File: src/rtl/pacc_pkg.sv
package pacc_pkg;
    localparam int CTL_EN       = 0;
    localparam int CTL_GATED    = 1;
    localparam int CTL_RISE     = 2;
    localparam int CTL_OVF_IE   = 3;
    localparam int CTL_EDGE_IE  = 4;
    localparam int CTL_FAST_CLR = 5;
    localparam int CTL_W        = 6;

    localparam int FLG_EDGE = 0;
    localparam int FLG_OVF  = 1;
    localparam int FLG_N    = 2;

    localparam logic [1:0] ADDR_CTL = 2'd0;
    localparam logic [1:0] ADDR_CNT = 2'd1;
    localparam logic [1:0] ADDR_FLG = 2'd2;

    typedef enum logic [1:0] {
        ST_OFF,
        ST_EVENT,
        ST_GATE_CLOSED,
        ST_GATE_OPEN
    } acc_state_e;
endpackage

File: src/rtl/pacc_sync.sv
module pacc_sync #(
    parameter int STAGES = 2
) (
    input  logic clk,
    input  logic rst_n,
    input  logic pin,
    output logic sync_q,
    output logic dly_q
);
    logic [STAGES-1:0] chain;

    always_ff @(posedge clk or negedge rst_n) begin
        if (!rst_n) begin
            chain <= '0;
            dly_q <= 1'b0;
        end else begin
            chain <= {chain[STAGES-2:0], pin};
            dly_q <= chain[STAGES-1];
        end
    end

    assign sync_q = chain[STAGES-1];
endmodule

File: src/rtl/pacc_mode_fsm.sv
module pacc_mode_fsm
    import pacc_pkg::*;
(
    input  logic clk,
    input  logic rst_n,
    input  logic en,
    input  logic gated,
    input  logic rise,
    input  logic sync_q,
    input  logic dly_q,
    input  logic tick,
    output logic inc,
    output logic evt
);
    acc_state_e state, nxt;
    logic lvl, act_edge;

    assign lvl      = sync_q ^ rise;
    assign act_edge = rise ? (sync_q & ~dly_q) : (~sync_q & dly_q);

    always_ff @(posedge clk or negedge rst_n) begin
        if (!rst_n) state <= ST_OFF;
        else        state <= nxt;
    end

    always_comb begin
        nxt = state;
        unique case (state)
            ST_OFF: begin
                if (en) nxt = gated ? (lvl ? ST_GATE_OPEN : ST_GATE_CLOSED) : ST_EVENT;
            end
            ST_EVENT: begin
                if (!en)        nxt = ST_OFF;
                else if (gated) nxt = lvl ? ST_GATE_OPEN : ST_GATE_CLOSED;
            end
            ST_GATE_CLOSED: begin
                if (!en)         nxt = ST_OFF;
                else if (!gated) nxt = ST_EVENT;
                else if (lvl)    nxt = ST_GATE_OPEN;
            end
            ST_GATE_OPEN: begin
                if (!en)         nxt = ST_OFF;
                else if (!gated) nxt = ST_EVENT;
                else if (!lvl)   nxt = ST_GATE_CLOSED;
            end
            default: nxt = ST_OFF;
        endcase
    end

    always_comb begin
        inc = 1'b0;
        evt = 1'b0;
        unique case (state)
            ST_EVENT: begin
                inc = act_edge;
                evt = act_edge;
            end
            ST_GATE_OPEN: begin
                inc = tick & lvl;
                evt = ~lvl;
            end
            default: begin
                inc = 1'b0;
                evt = 1'b0;
            end
        endcase
    end

    AST_OFF_NO_COUNT: assert property (@(posedge clk) disable iff (!rst_n)
        (!en && !$past(en)) |-> (!inc && !evt));
endmodule

File: src/rtl/pacc_flags.sv
module pacc_flags #(
    parameter int N = 2
) (
    input  logic         clk,
    input  logic         rst_n,
    input  logic [N-1:0] set,
    input  logic         clr_wr,
    input  logic [N-1:0] mask,
    input  logic         clr_all,
    output logic [N-1:0] q
);
    always_ff @(posedge clk or negedge rst_n) begin
        if (!rst_n) begin
            q <= '0;
        end else begin
            for (int i = 0; i < N; i++)
                q[i] <= set[i] | (q[i] & ~(clr_all | (clr_wr & mask[i])));
        end
    end

    for (genvar g = 0; g < N; g++) begin : g_chk
        AST_W1C_CLEAR: assert property (@(posedge clk) disable iff (!rst_n)
            (clr_wr && mask[g] && !set[g]) |=> !q[g]);
        AST_SET_WINS: assert property (@(posedge clk) disable iff (!rst_n)
            set[g] |=> q[g]);
    end

    AST_FAST_CLEAR: assert property (@(posedge clk) disable iff (!rst_n)
        (clr_all && (set == '0)) |=> (q == '0));
endmodule

File: src/rtl/pulse_accum.sv
module pulse_accum
    import pacc_pkg::*;
#(
    parameter int CNT_W       = 16,
    parameter int DATA_W      = 16,
    parameter int SYNC_STAGES = 2
) (
    input  logic              clk,
    input  logic              rst_n,
    input  logic              bus_sel,
    input  logic              bus_wr,
    input  logic [1:0]        bus_addr,
    input  logic [DATA_W-1:0] bus_wdata,
    output logic [DATA_W-1:0] bus_rdata,
    input  logic              pa_pin,
    input  logic              tick_en,
    output logic              irq_ovf,
    output logic              irq_edge
);
    localparam logic [CNT_W-1:0] CNT_MAX = '1;

    logic [CTL_W-1:0] ctl_q;
    logic [CNT_W-1:0] cnt_q;
    logic [FLG_N-1:0] flg_q, flg_set;
    logic ctl_wr, cnt_wr, cnt_acc, flg_wr;
    logic pin_s, pin_d, inc, evt;

    assign ctl_wr  = bus_sel & bus_wr & (bus_addr == ADDR_CTL);
    assign cnt_wr  = bus_sel & bus_wr & (bus_addr == ADDR_CNT);
    assign cnt_acc = bus_sel & (bus_addr == ADDR_CNT);
    assign flg_wr  = bus_sel & bus_wr & (bus_addr == ADDR_FLG);

    pacc_sync #(.STAGES(SYNC_STAGES)) u_sync (
        .clk    (clk),
        .rst_n  (rst_n),
        .pin    (pa_pin),
        .sync_q (pin_s),
        .dly_q  (pin_d)
    );

    pacc_mode_fsm u_fsm (
        .clk    (clk),
        .rst_n  (rst_n),
        .en     (ctl_q[CTL_EN]),
        .gated  (ctl_q[CTL_GATED]),
        .rise   (ctl_q[CTL_RISE]),
        .sync_q (pin_s),
        .dly_q  (pin_d),
        .tick   (tick_en),
        .inc    (inc),
        .evt    (evt)
    );

    always_ff @(posedge clk or negedge rst_n) begin
        if (!rst_n)      ctl_q <= '0;
        else if (ctl_wr) ctl_q <= bus_wdata[CTL_W-1:0];
    end

    always_ff @(posedge clk or negedge rst_n) begin
        if (!rst_n)      cnt_q <= '0;
        else if (cnt_wr) cnt_q <= bus_wdata[CNT_W-1:0];
        else if (inc)    cnt_q <= cnt_q + 1'b1;
    end

    always_comb begin
        flg_set           = '0;
        flg_set[FLG_OVF]  = inc & ~cnt_wr & (cnt_q == CNT_MAX);
        flg_set[FLG_EDGE] = evt;
    end

    pacc_flags #(.N(FLG_N)) u_flags (
        .clk     (clk),
        .rst_n   (rst_n),
        .set     (flg_set),
        .clr_wr  (flg_wr),
        .mask    (bus_wdata[FLG_N-1:0]),
        .clr_all (cnt_acc & ctl_q[CTL_FAST_CLR]),
        .q       (flg_q)
    );

    always_comb begin
        bus_rdata = '0;
        case (bus_addr)
            ADDR_CTL: bus_rdata[CTL_W-1:0] = ctl_q;
            ADDR_CNT: bus_rdata[CNT_W-1:0] = cnt_q;
            ADDR_FLG: bus_rdata[FLG_N-1:0] = flg_q;
            default:  bus_rdata = '0;
        endcase
    end

    assign irq_ovf  = flg_q[FLG_OVF]  & ctl_q[CTL_OVF_IE];
    assign irq_edge = flg_q[FLG_EDGE] & ctl_q[CTL_EDGE_IE];

    AST_CNT_WRITE: assert property (@(posedge clk) disable iff (!rst_n)
        cnt_wr |=> (cnt_q == $past(bus_wdata[CNT_W-1:0])));
    AST_INC_STEP: assert property (@(posedge clk) disable iff (!rst_n)
        (inc && !cnt_wr) |=> (cnt_q == $past(cnt_q) + 1'b1));
    AST_WRAP_SETS_OVF: assert property (@(posedge clk) disable iff (!rst_n)
        (inc && !cnt_wr && cnt_q == CNT_MAX) |=> (flg_q[FLG_OVF] && cnt_q == '0));
endmodule

File: config.mk
export PLATFORM = sky130hd
export DESIGN_NAME = pulse_accum
export DESIGN_NICKNAME = d
export VERILOG_FILES = /design/src/rtl/pacc_pkg.sv /design/src/rtl/pacc_sync.sv /design/src/rtl/pacc_mode_fsm.sv /design/src/rtl/pacc_flags.sv /design/src/rtl/pulse_accum.sv
export SDC_FILE = /design/constraint.sdc
export NUM_CORES = 1
export LEC_CHECK = 0
export ABC_AREA = 1
export BUFFER_PORTS_ARGS = -buffer_cell sky130_fd_sc_hd__buf_4
export CAP_MARGIN = 10
export CORE_MARGIN = 2
export CORE_UTILIZATION = 45
export CTS_BUF_LIST = sky130_fd_sc_hd__clkbuf_2 sky130_fd_sc_hd__clkbuf_4 sky130_fd_sc_hd__clkbuf_8
export DETAILED_ROUTE_END_ITERATION = 10
export GPL_TIMING_DRIVEN = 0
export HOLD_SLACK_MARGIN = 0.06
export PLACE_DENSITY = 0.68
export SLEW_MARGIN = 25
export SYNTH_ARGS = -nofsm -noshare
export SYNTH_HDL_FRONTEND = slang
export SYNTH_SLANG_ARGS = --single-unit
File: constraint.sdc
create_clock -name clk -period 2.7 [get_ports clk]
set_input_delay 0.135 -clock clk [delete_from_list [all_inputs] [get_ports clk]]
set_output_delay 0.135 -clock clk [all_outputs]
set_load 0.02 [all_outputs]
* After elaboration in Yosys (flattened, before gate mapping)
Cells that the tools add are included. Widths: inputs -> output; s select.
Storage, ports and cells: register bits 29, bits of input ports 24, output and inout port bits 18, word-level logic and storage cells 69
Cells by class: add/subtract/negate cells 1, eq/ne operators 10, muxes and demuxes 20, bitwise logic cells 28, reduce and logical (&&, ||, !) cells 4
Operators by type and width (count):
- $mux 16 | 2
- $mux 2 | 10
- $and 1x1->1 | 17
- $add 16x1->16 const B | 1
- $eq 16x16->1 const B | 1
- $mux 10 | 1
- $pmux 2 s4 | 1
- $pmux 4 s2 | 1
- $eq 2x2->1 const B | 3
- $not 1->1 | 6
- $pmux 2 s3 | 1
- $eq 2x1->1 const B | 2
- $logic_not 2->1 | 2
- $ne 4x3->1 const B | 1
- $ne 4x4->1 const B | 1
- $or 1x1->1 | 4
- $pmux 1 s2 | 2
- $reduce_and 4->1 | 1
- $ne 3x3->1 const B | 1
- $mux 1 | 2
- $ne 2x2->1 const B | 1
- $reduce_bool 2->1 | 1
- $xor 1x1->1 | 1

* Longest topological paths before layout
Gate-level depths: netlist (run 1).
word-level depth 7, mapped depth 9, depth with buffers taken out 9

* Hierarchy
Synthesis (run 1) repeated with hierarchy kept, for this count alone.
Unflattened totals: cells, all modules 293, area total of the unflattened synthesis 2038.2 um^2
Modules (own cells, without submodules):
- pulse_accum | instances 1, cells each 237, area an instance 1655.3 um^2, seq. area each 550.5 um^2
- pacc_mode_fsm | instances 1, cells each 42, area an instance 221.5 um^2, seq. area each 50.0 um^2
- pacc_flags | instances 1, cells each 11, area an instance 86.3 um^2, seq. area each 50.0 um^2
- pacc_sync | instances 1, cells each 3, area an instance 75.1 um^2, seq. area each 75.1 um^2

* Worst setup path before layout (run 1)
No wires, ideal clock.
kind register to register, from register cnt_q[1], to register cnt_q[14], arrival 1.183 ns, required time 2.584 ns, slack 1.400 ns, cell stages (with the launch flop) 9, period minus slack after synthesis 1.300 ns, cell sequence dfrtp_1 ha_1 nand2_1 nor2_2 nand3_1 o21ai_1 nand2_1 nand2_1 nand2_1
Between the ends: cells in the longest elaborated chain, start to end 3
Ends and longest elaborated chain:
- start: declaration | RTL line pulse_accum.sv:23 | logic [CNT_W-1:0] cnt_q;
- start signal: assignment | RTL line pulse_accum.sv:61 | else if (cnt_wr) cnt_q <= bus_wdata[CNT_W-1:0];
- start signal: assignment | RTL line pulse_accum.sv:62 | else if (inc) cnt_q <= cnt_q + 1'b1;
- $add 16x1->16 | RTL line pulse_accum.sv:62
- $mux 16 | RTL line pulse_accum.sv:62
- $mux 16 | RTL line pulse_accum.sv:61
No other way between the ends. The select of a mux whose other input is x is not followed. A chain may end at the register's enable or synchronous reset.

* Worst setup path in the final report (run 1)
Same ends and word-level chain as after synthesis.

==> key figures, run 1 <==
Status
  – Status: finished clean

CTS
  – Clk pin slew, worst setup/hold paths: 0.06 ns
  – CTS buffer count: 5
  – CTS Buffer Depth: 2
  – Depth of the CTS H-tree: 2
  – Clock tree sinks: 29
  – Root buf cell: clkbuf_8
  – TritonCTS clock tree: done
  – Worst-Skew Late Latency: between 0.2 and 0.3 ns

Worst setup path
  – CP cell instances: ha_1 -> nand2_1 -> nor2_2 -> nand3_1 -> o21ai_1 -> nand2_1 -> nand2_1 -> nand2_1
  – Worst Setup Start Kind: flop
  – Slowest CP cell: dfrtp_1
  – Worst Path Max Fanout: 5
  – CP bufs+invs: 0
  – Crit path arrival time: 1.70 ns
  – Critical path type: flop to flop
  – CP required: 2.88 ns
  – Crit path capture type: flop
  – CP Depth: 8
  – Max incr delay on CP: 0.41 ns
  – Delay-heaviest family, CP: simple AND/OR/NAND/NOR gates
  – Worst r2r path cells: 8
  – Most used cell, CP: nand2_1

Die
  – Cell Rows: 23
  – I/O pin count: 42
  – Die area: 4783 µm²
  – CORE AREA: 4058 µm²
  – Initial Utilization: 0.4709
  – Die W: 69.16 µm
  – Die height: 69.16 µm

Global routing
  – Maximum number of pins on one net before global-route repair: 30
  – Antenna violations before repair: 0
  – Grt total ovfl: 0
  – GRT Util Overall: 0.2050
  – Vias in the first global route: 1681
  – First-pass GRT wire length: 7.783 mm

Final layout
  – Nets@finish: between 300 and 400
  – Design area: 2391 µm²
  – Diode count: 0
  – Most common cell after layout, fill and taps aside: nand2_1
  – Most frequent cells in the layout: nand2_1, buf_4, nor2_1
  – Non-filler instance count after layout: approximately 370
  – Filler Cell Count: 422
  – Multi-input logic area: 1030 µm²
  – Layout area overhead: 25.15%
  – Share of layout cells above drive strength 1: 0.2205
  – FF/Latch Area: 725.7 µm²

Route
  – Post-DR vias/cell: 4.997
  – Initial DRT Pass Iterations: 4
  – Final ANT Viol Nets: 0
  – Initial drt markers: 101
  – WL final: 4.649 mm
  – Wire length per cell: 12.50 µm
  – Drt drc: 0
  – Via count: 1859

Yosys
  – Mapped cell area: 1911 µm²
  – Ys flop type: dfrtp_1
  – Synth area leaders: dfrtp_1, nand2_1, nor2_1, nand3_1, inv_1
  – Instance count of the mapped netlist: 272
  – Top-area cell type share of the netlist area: 0.3798
  – Synth Area per Inst: ~7 µm²
  – Area leader, netlist: dfrtp_1
  – Post-synth EDFFs: 0
  – Distinct cells, synth: 32
  – YS warnings: 0
  – Synth async-reset ratio: 1.000
  – Syn_nets: 297
  – Sequential share of the synthesized area: 0.3798
  – #FFs+latches synth: 29

STA
  – Period utilisation layout: 0.5644
  – Final worst slack: 1.176 ns
  – Endpoints failing setup: 0
  – Final Hold Viols: 0
  – Count of pins over their slew limit: 0
  – Slew HR: 0.6946
  – Worst slew pin tran: roughly 0.46 ns
  – RSZ-0062 raised after global routing: false
  – Worst Clk Skew: 0.006362 ns
  – Total negative slack: 0 ns
  – Fmax: 656.2 MHz
  – Minimum clock period: 1.524 ns

Power and ir drop
  – Leak: between 1 and 1.5 nW
  – Pwr dens: 786.3 nW/µm²
  – Internal: 0.001102 W
  – VDD IR max: about 0.45 mV
  – Switching portion of total power: 0.4138
  – Sequential share of power: 0.395
  – Logic pwr share: 0.407
  – Sw Pwr: approximately 0.00078 W
  – Clock network fraction of total power: 0.198
  – Final Power: 0.001880 W

Hold path
  – WHS Path Cells: 3
  – Min-Delay Path Class: input port to flop

Placed design
  – Inst Count DP: 363
  – GPL Wtd Cong: 0.8588
  – DP Area: 2281 µm²
  – Port bufs: 41
  – HPWL Detailed: 3.545 mm
  – Dpl ws: 1.179 ns

Flow run
  – Max cap viols: 0
==> cells by family (layout without fill, tap and decap cells) <==
kind of cell / count (synthesis) / in the layout / synth area share
AND/OR/NAND/NOR: 170 / 170 / 0.4001
buffers and inverters: 37 / 87 / 0.08120
flip-flops: 29 / 29 / 0.3798
AO/OA/AOI/OAI: 25 / 25 / 0.08251
XOR/XNOR: 7 / 7 / 0.03209
multiplexers: 3 / 3 / 0.01768
adder cells (fa/ha/maj): 1 / 1 / 0.006548
==> layout make-up <==
cell class                      count  area share
Inverter                           33     0.05181
Timing Repair Buffer               43      0.1371
Clock buffer                        7     0.03768
Sequential cell                    29      0.3035
Multi-Input combinational cell    206      0.4307
Tap cell                           50     0.02616
Buffer                              4     0.01308
==> per-stage QoR <==
| stage | util | hold WS (ns) |
|---|---|---|
| floorplan | - | -0.1606 |
| finish | 0.5893 | 0.06364 |
| CTS | 0.5893 | 0.06133 |
| global placement | 0.5621 | 0.08257 |
| global route | 0.5893 | 0.06580 |
| detailed placement | 0.5621 | 0.08606 |
==> worst paths after layout <==
kind | slack (ns) | startpoint | end
min in group asynchronous | 0.32 | rst_n | cnt_q[8]
worst min-delay path | 0.06 | bus_wdata[8] | cnt_q[8]
worst max register to register | 1.18 | cnt_q[1] | cnt_q[14]
worst min register to register | 0.35 | u_sync.chain[0] | u_sync.chain[1]
max in group asynchronous | 2.10 | rst_n | u_sync.chain[1]
worst max-delay path | 1.18 | cnt_q[1] | cnt_q[14]
==> registers in the layout, indices dropped and copies added, names as in the netlist <==
register	count
u_fsm.state	2
ctl_q	6
cnt_q	16
u_sync.chain	2
u_flags.q	2
u_sync.dly_q	1
==> cells in the mapped netlist (3+ instances only) <==
cell / number
o21a_1: 3
xor2_1: 6
nor2_2: 4
o21ai_1: 3
inv_1: 27
nand2_2: 3
nor2_1: 35
o21ai_0: 6
inv_2: 4
dfrtp_1: 29
nand3_1: 26
nand4_1: 7
nand2_1: 86
a21oi_1: 7
==> tightest hold or removal path: stages <==
cell and delay [ns]:
buf_4 0.07, nand2_1 0.04, nand3_1 0.07
==> per-layer routing <==
layer	wire length, µm	vias to the layer above	part of all wire	GRT usage
li1	-	969	-	-
met1	2232	844	0.48	0.2837
met2	2146	42	0.46	0.3162
met3	236	4	0.051	0.06579
met4	34	0	0.0073	0.04139
met5	0	-	0	0
==> power by group through the flow <==
stage,registers (W),logic (W),clock network [W]
final,0.000742,0.000766,0.000372
after global routing,0.000762,0.000864,0.000401
after global placement,0.000745,0.000752,0
after detailed placement,0.000743,0.000767,0
after CTS,0.000739,0.000772,0.000381
after floorplan,0.000700,0.000564,0
==> timing repair <==
| action | CTS | global route |
|---|---|---|
| setup buffers | 0 | 0 |
| hold endpoints to repair | 30 | 0 |
| setup endpoints to repair | 0 | 0 |
| gates resized for setup | 0 | 0 |
| hold buffers | 2 | 0 |
Power figures use the tool's default switching activity.
==> run 2: changes to the inputs <==
clock period = 1.6 ns   (was 2.7 ns; I/O delays follow)
==> run 2 against run 1 <==
Net effect: hold slack improved by 0.022 ns; die area unchanged; critical path type unchanged; cell count increased by 3.5%; sequential share of layout area decreased by 1.6 points; register-to-register slack got worse by 1.0 ns; largest power group unchanged.
==> key figures, run 2 (same netlist as run 1, synthesis figures left out) <==
Worst setup path
  – Reg-to-reg slack, setup: 0.14 ns (was 1.18 ns)
  – Worst reg2reg endpoint: cnt_q[7] (was cnt_q[14])
  – Worst r2r path cells: 7 (was 8)
  – Most used cell, CP: nand2_1 (unchanged)
  – CP required: 1.76 ns (was 2.88 ns)
  – Crit path capture type: flop (unchanged)
  – Worst Setup Start Kind: flop (unchanged)
  – Worst Path Max Fanout: 6 (was 5)
  – Max incr delay on CP: 0.44 ns (was 0.41 ns)
  – Worst R2R Start: cnt_q[4] (was cnt_q[1])
  – Critical path type: flop to flop (unchanged)
  – Crit path arrival time: 1.61 ns (was 1.70 ns)
  – Slowest CP cell: dfrtp_1 (unchanged)
  – CP cell instances: nand2_1 -> nor2_2 -> nand2_1 -> clkinv_1 -> nor2_1 -> o21ai_1 -> nand3_1 (was ha_1 -> nand2_1 -> nor2_2 -> nand3_1 -> o21ai_1 -> nand2_1 -> nand2_1 -> nand2_1)

Die
  – Cell Rows: 23 (unchanged)
  – CORE AREA: 4058 µm² (unchanged)
  – Initial Utilization: 0.4709 (unchanged)
  – Die area: 4783 µm² (unchanged)
  – Die height: 69.16 µm (unchanged)
  – I/O pin count: 42 (unchanged)
  – Die W: 69.16 µm (unchanged)

Route
  – Final ANT Viol Nets: 0 (unchanged)
  – WL final: 4.832 mm (was 4.649 mm)
  – Post-DR vias/cell: 4.971 (was 4.997)
  – Via count: 1914 (was 1859)
  – Initial DRT Pass Iterations: 4 (unchanged)
  – Drt drc: 0 (unchanged)
  – Initial drt markers: 130 (was 101)
  – Wire length per cell: 12.55 µm (was 12.50 µm)

Power and ir drop
  – Leak: 1.263 nW (was 1.208 nW)
  – Switching portion of total power: 0.4137 (was 0.4138)
  – Sw Pwr: 0.001331 W (was 0.0007780 W)
  – Logic pwr share: 0.416 (was 0.407)
  – Final Power: 0.003218 W (was 0.001880 W)
  – VDD IR max: 0.7262 mV (was 0.4459 mV)
  – Clock network fraction of total power: 0.196 (was 0.198)
  – Sequential share of power: 0.388 (was 0.395)
  – Pwr dens: 1275 nW/µm² (was 786.3 nW/µm²)
  – Internal: 0.001887 W (was 0.001102 W)

STA
  – Slew HR: 0.6897 (was 0.6946)
  – Count of pins over their slew limit: 0 (unchanged)
  – Fmax: 686.6 MHz (was 656.2 MHz)
  – Worst Clk Skew: 0.006405 ns (was 0.006362 ns)
  – Worst slew pin tran: 0.4655 ns (was 0.4581 ns)
  – RSZ-0062 raised after global routing: false (unchanged)
  – Final worst slack: 0.1436 ns (was 1.176 ns)
  – Final Hold Viols: 0 (unchanged)
  – Minimum clock period: 1.456 ns (was 1.524 ns)
  – Total negative slack: 0 ns (unchanged)
  – Period utilisation layout: 0.9103 (was 0.5644)
  – Endpoints failing setup: 0 (unchanged)

Final layout
  – Most flop-heavy register: cnt_q (unchanged)
  – Max FFs per register: 16 (unchanged)
  – Largest regs: cnt_q (16), ctl_q (6) (unchanged)
  – Non-filler instance count after layout: 385 (was 372)
  – Share of layout cells above drive strength 1: 0.2149 (was 0.2205)
  – Layout area overhead: 32.09% (was 25.15%)
  – Most frequent cells in the layout: nand2_1, buf_4, nor2_1 (unchanged)
  – Nets@finish: 360 (was 347)
  – Core Util, Final: 0.6220 (was 0.5893)
  – Most common cell after layout, fill and taps aside: nand2_1 (unchanged)
  – Diode count: 0 (unchanged)

Global routing
  – GRT Util Overall: 0.2099 (was 0.2050)
  – Antenna violations before repair: 0 (unchanged)
  – Maximum number of pins on one net before global-route repair: 30 (unchanged)
  – Grt total ovfl: 0 (unchanged)
  – Vias in the first global route: 1712 (was 1681)
  – First-pass GRT wire length: 7.969 mm (was 7.783 mm)

CTS
  – Clock tree sinks: 29 (unchanged)
  – Depth of the CTS H-tree: 2 (unchanged)
  – CTS buffer count: 5 (unchanged)
  – Worst-Skew Late Latency: 0.28 ns (about the same)
  – TritonCTS clock tree: done (unchanged)
  – Clk pin slew, worst setup/hold paths: 0.06 ns (about the same)
  – CTS Buffer Depth: 2 (unchanged)
  – Root buf cell: clkbuf_8 (unchanged)

Hold path
  – WHS Path Cells: 4 (was 3)
  – Min-Delay Path Class: input port to flop (unchanged)
  – Hold Startpoint: bus_wdata[13] (was bus_wdata[8])
  – Hold EP: cnt_q[13] (was cnt_q[8])

Placed design
  – Dpl ws: 0.07920 ns (was 1.179 ns)
  – Inst Count DP: 363 (unchanged)
  – Port bufs: 41 (unchanged)
  – HPWL Detailed: 3.545 mm (unchanged)
  – GPL Wtd Cong: 0.8588 (unchanged)

Status
  – Status: finished clean (unchanged)

Flow run
  – Max cap viols: 0 (unchanged)
[run 2: cell count changes in the layout (fill, tap and decap cells not counted), sizes merged]
cell,delta
dlygate4sd3,+12
buf,+1
[run 2: timing repair]
item,4_1_cts,5_1_grt
hold buffers,14,0
hold endpoints to repair,45,0
resized for setup,0,1
setup endpoints to repair,0,2
buffers inserted,0,1
[run 2: cell type report]
class | count | area, µm²
plain buffers | 4 | 31.28
clock buffers | 7 | 90.09
fillers | 407 | 1534
inverters | 33 | 123.9
multi-input cells | 206 | 1035
flip-flops and latches | 29 | 725.7
well taps | 50 | 62.56
repair buffers | 56 | 455.4
[run 2: stage by stage]
stage	hold WS [ns]	cell area, µm²
2_1_floorplan	-0.2156	1911
3_3_place_gp	0.02757	2281
3_5_place_dp	0.03106	2281
4_1_cts	0.07264	2511
5_1_grt	0.09714	2524
6_report	0.08535	2524
[run 2: per-layer routing]
metal / part of all wire / wire length (µm) / GRT usage / vias up
li1: - / - / - / 995
met1: 0.48 / 2325 / 0.2884 / 880
met2: 0.48 / 2296 / 0.3291 / 37
met3: 0.041 / 197 / 0.06433 / 2
met4: 0.0027 / 13 / 0.04139 / 0
met5: 0 / 0 / 0 / -
[run 2: worst max-delay path: cells and delay by family (launching register included)]
kind | cells | cell delay, ns
buf+inv | 1 | 0.10
flops | 1 | 0.44
compound gates | 1 | 0.18
simple gates | 5 | 0.62
[run 2: how the worst max path moves through the flow]
| stage | from | to | slack (ns) | cells after the start |
|---|---|---|---|---|
| finish | cnt_q[4] | cnt_q[7] | 0.14 | 7 |
| global route | cnt_q[4] | cnt_q[7] | 0.002 | 7 |
| CTS | cnt_q[1] | cnt_q[14] | 0.07 | 8 |
| detailed placement | cnt_q[1] | cnt_q[14] | 0.08 | 8 |
| global placement | cnt_q[1] | cnt_q[14] | 0.10 | 8 |
| floorplan | cnt_q[1] | cnt_q[14] | 0.30 | 8 |
[run 2: power groups by stage]
| stage | sequential, W | combinational [W] | clock (W) |
|---|---|---|---|
| 3_5_place_dp | 0.00125 | 0.00129 | 0 |
| 6_report | 0.00125 | 0.00134 | 0.000630 |
| 2_1_floorplan | 0.00118 | 0.000951 | 0 |
| 5_1_grt | 0.00129 | 0.00150 | 0.000677 |
| 4_1_cts | 0.00125 | 0.00133 | 0.000643 |
| 3_3_place_gp | 0.00126 | 0.00127 | 0 |
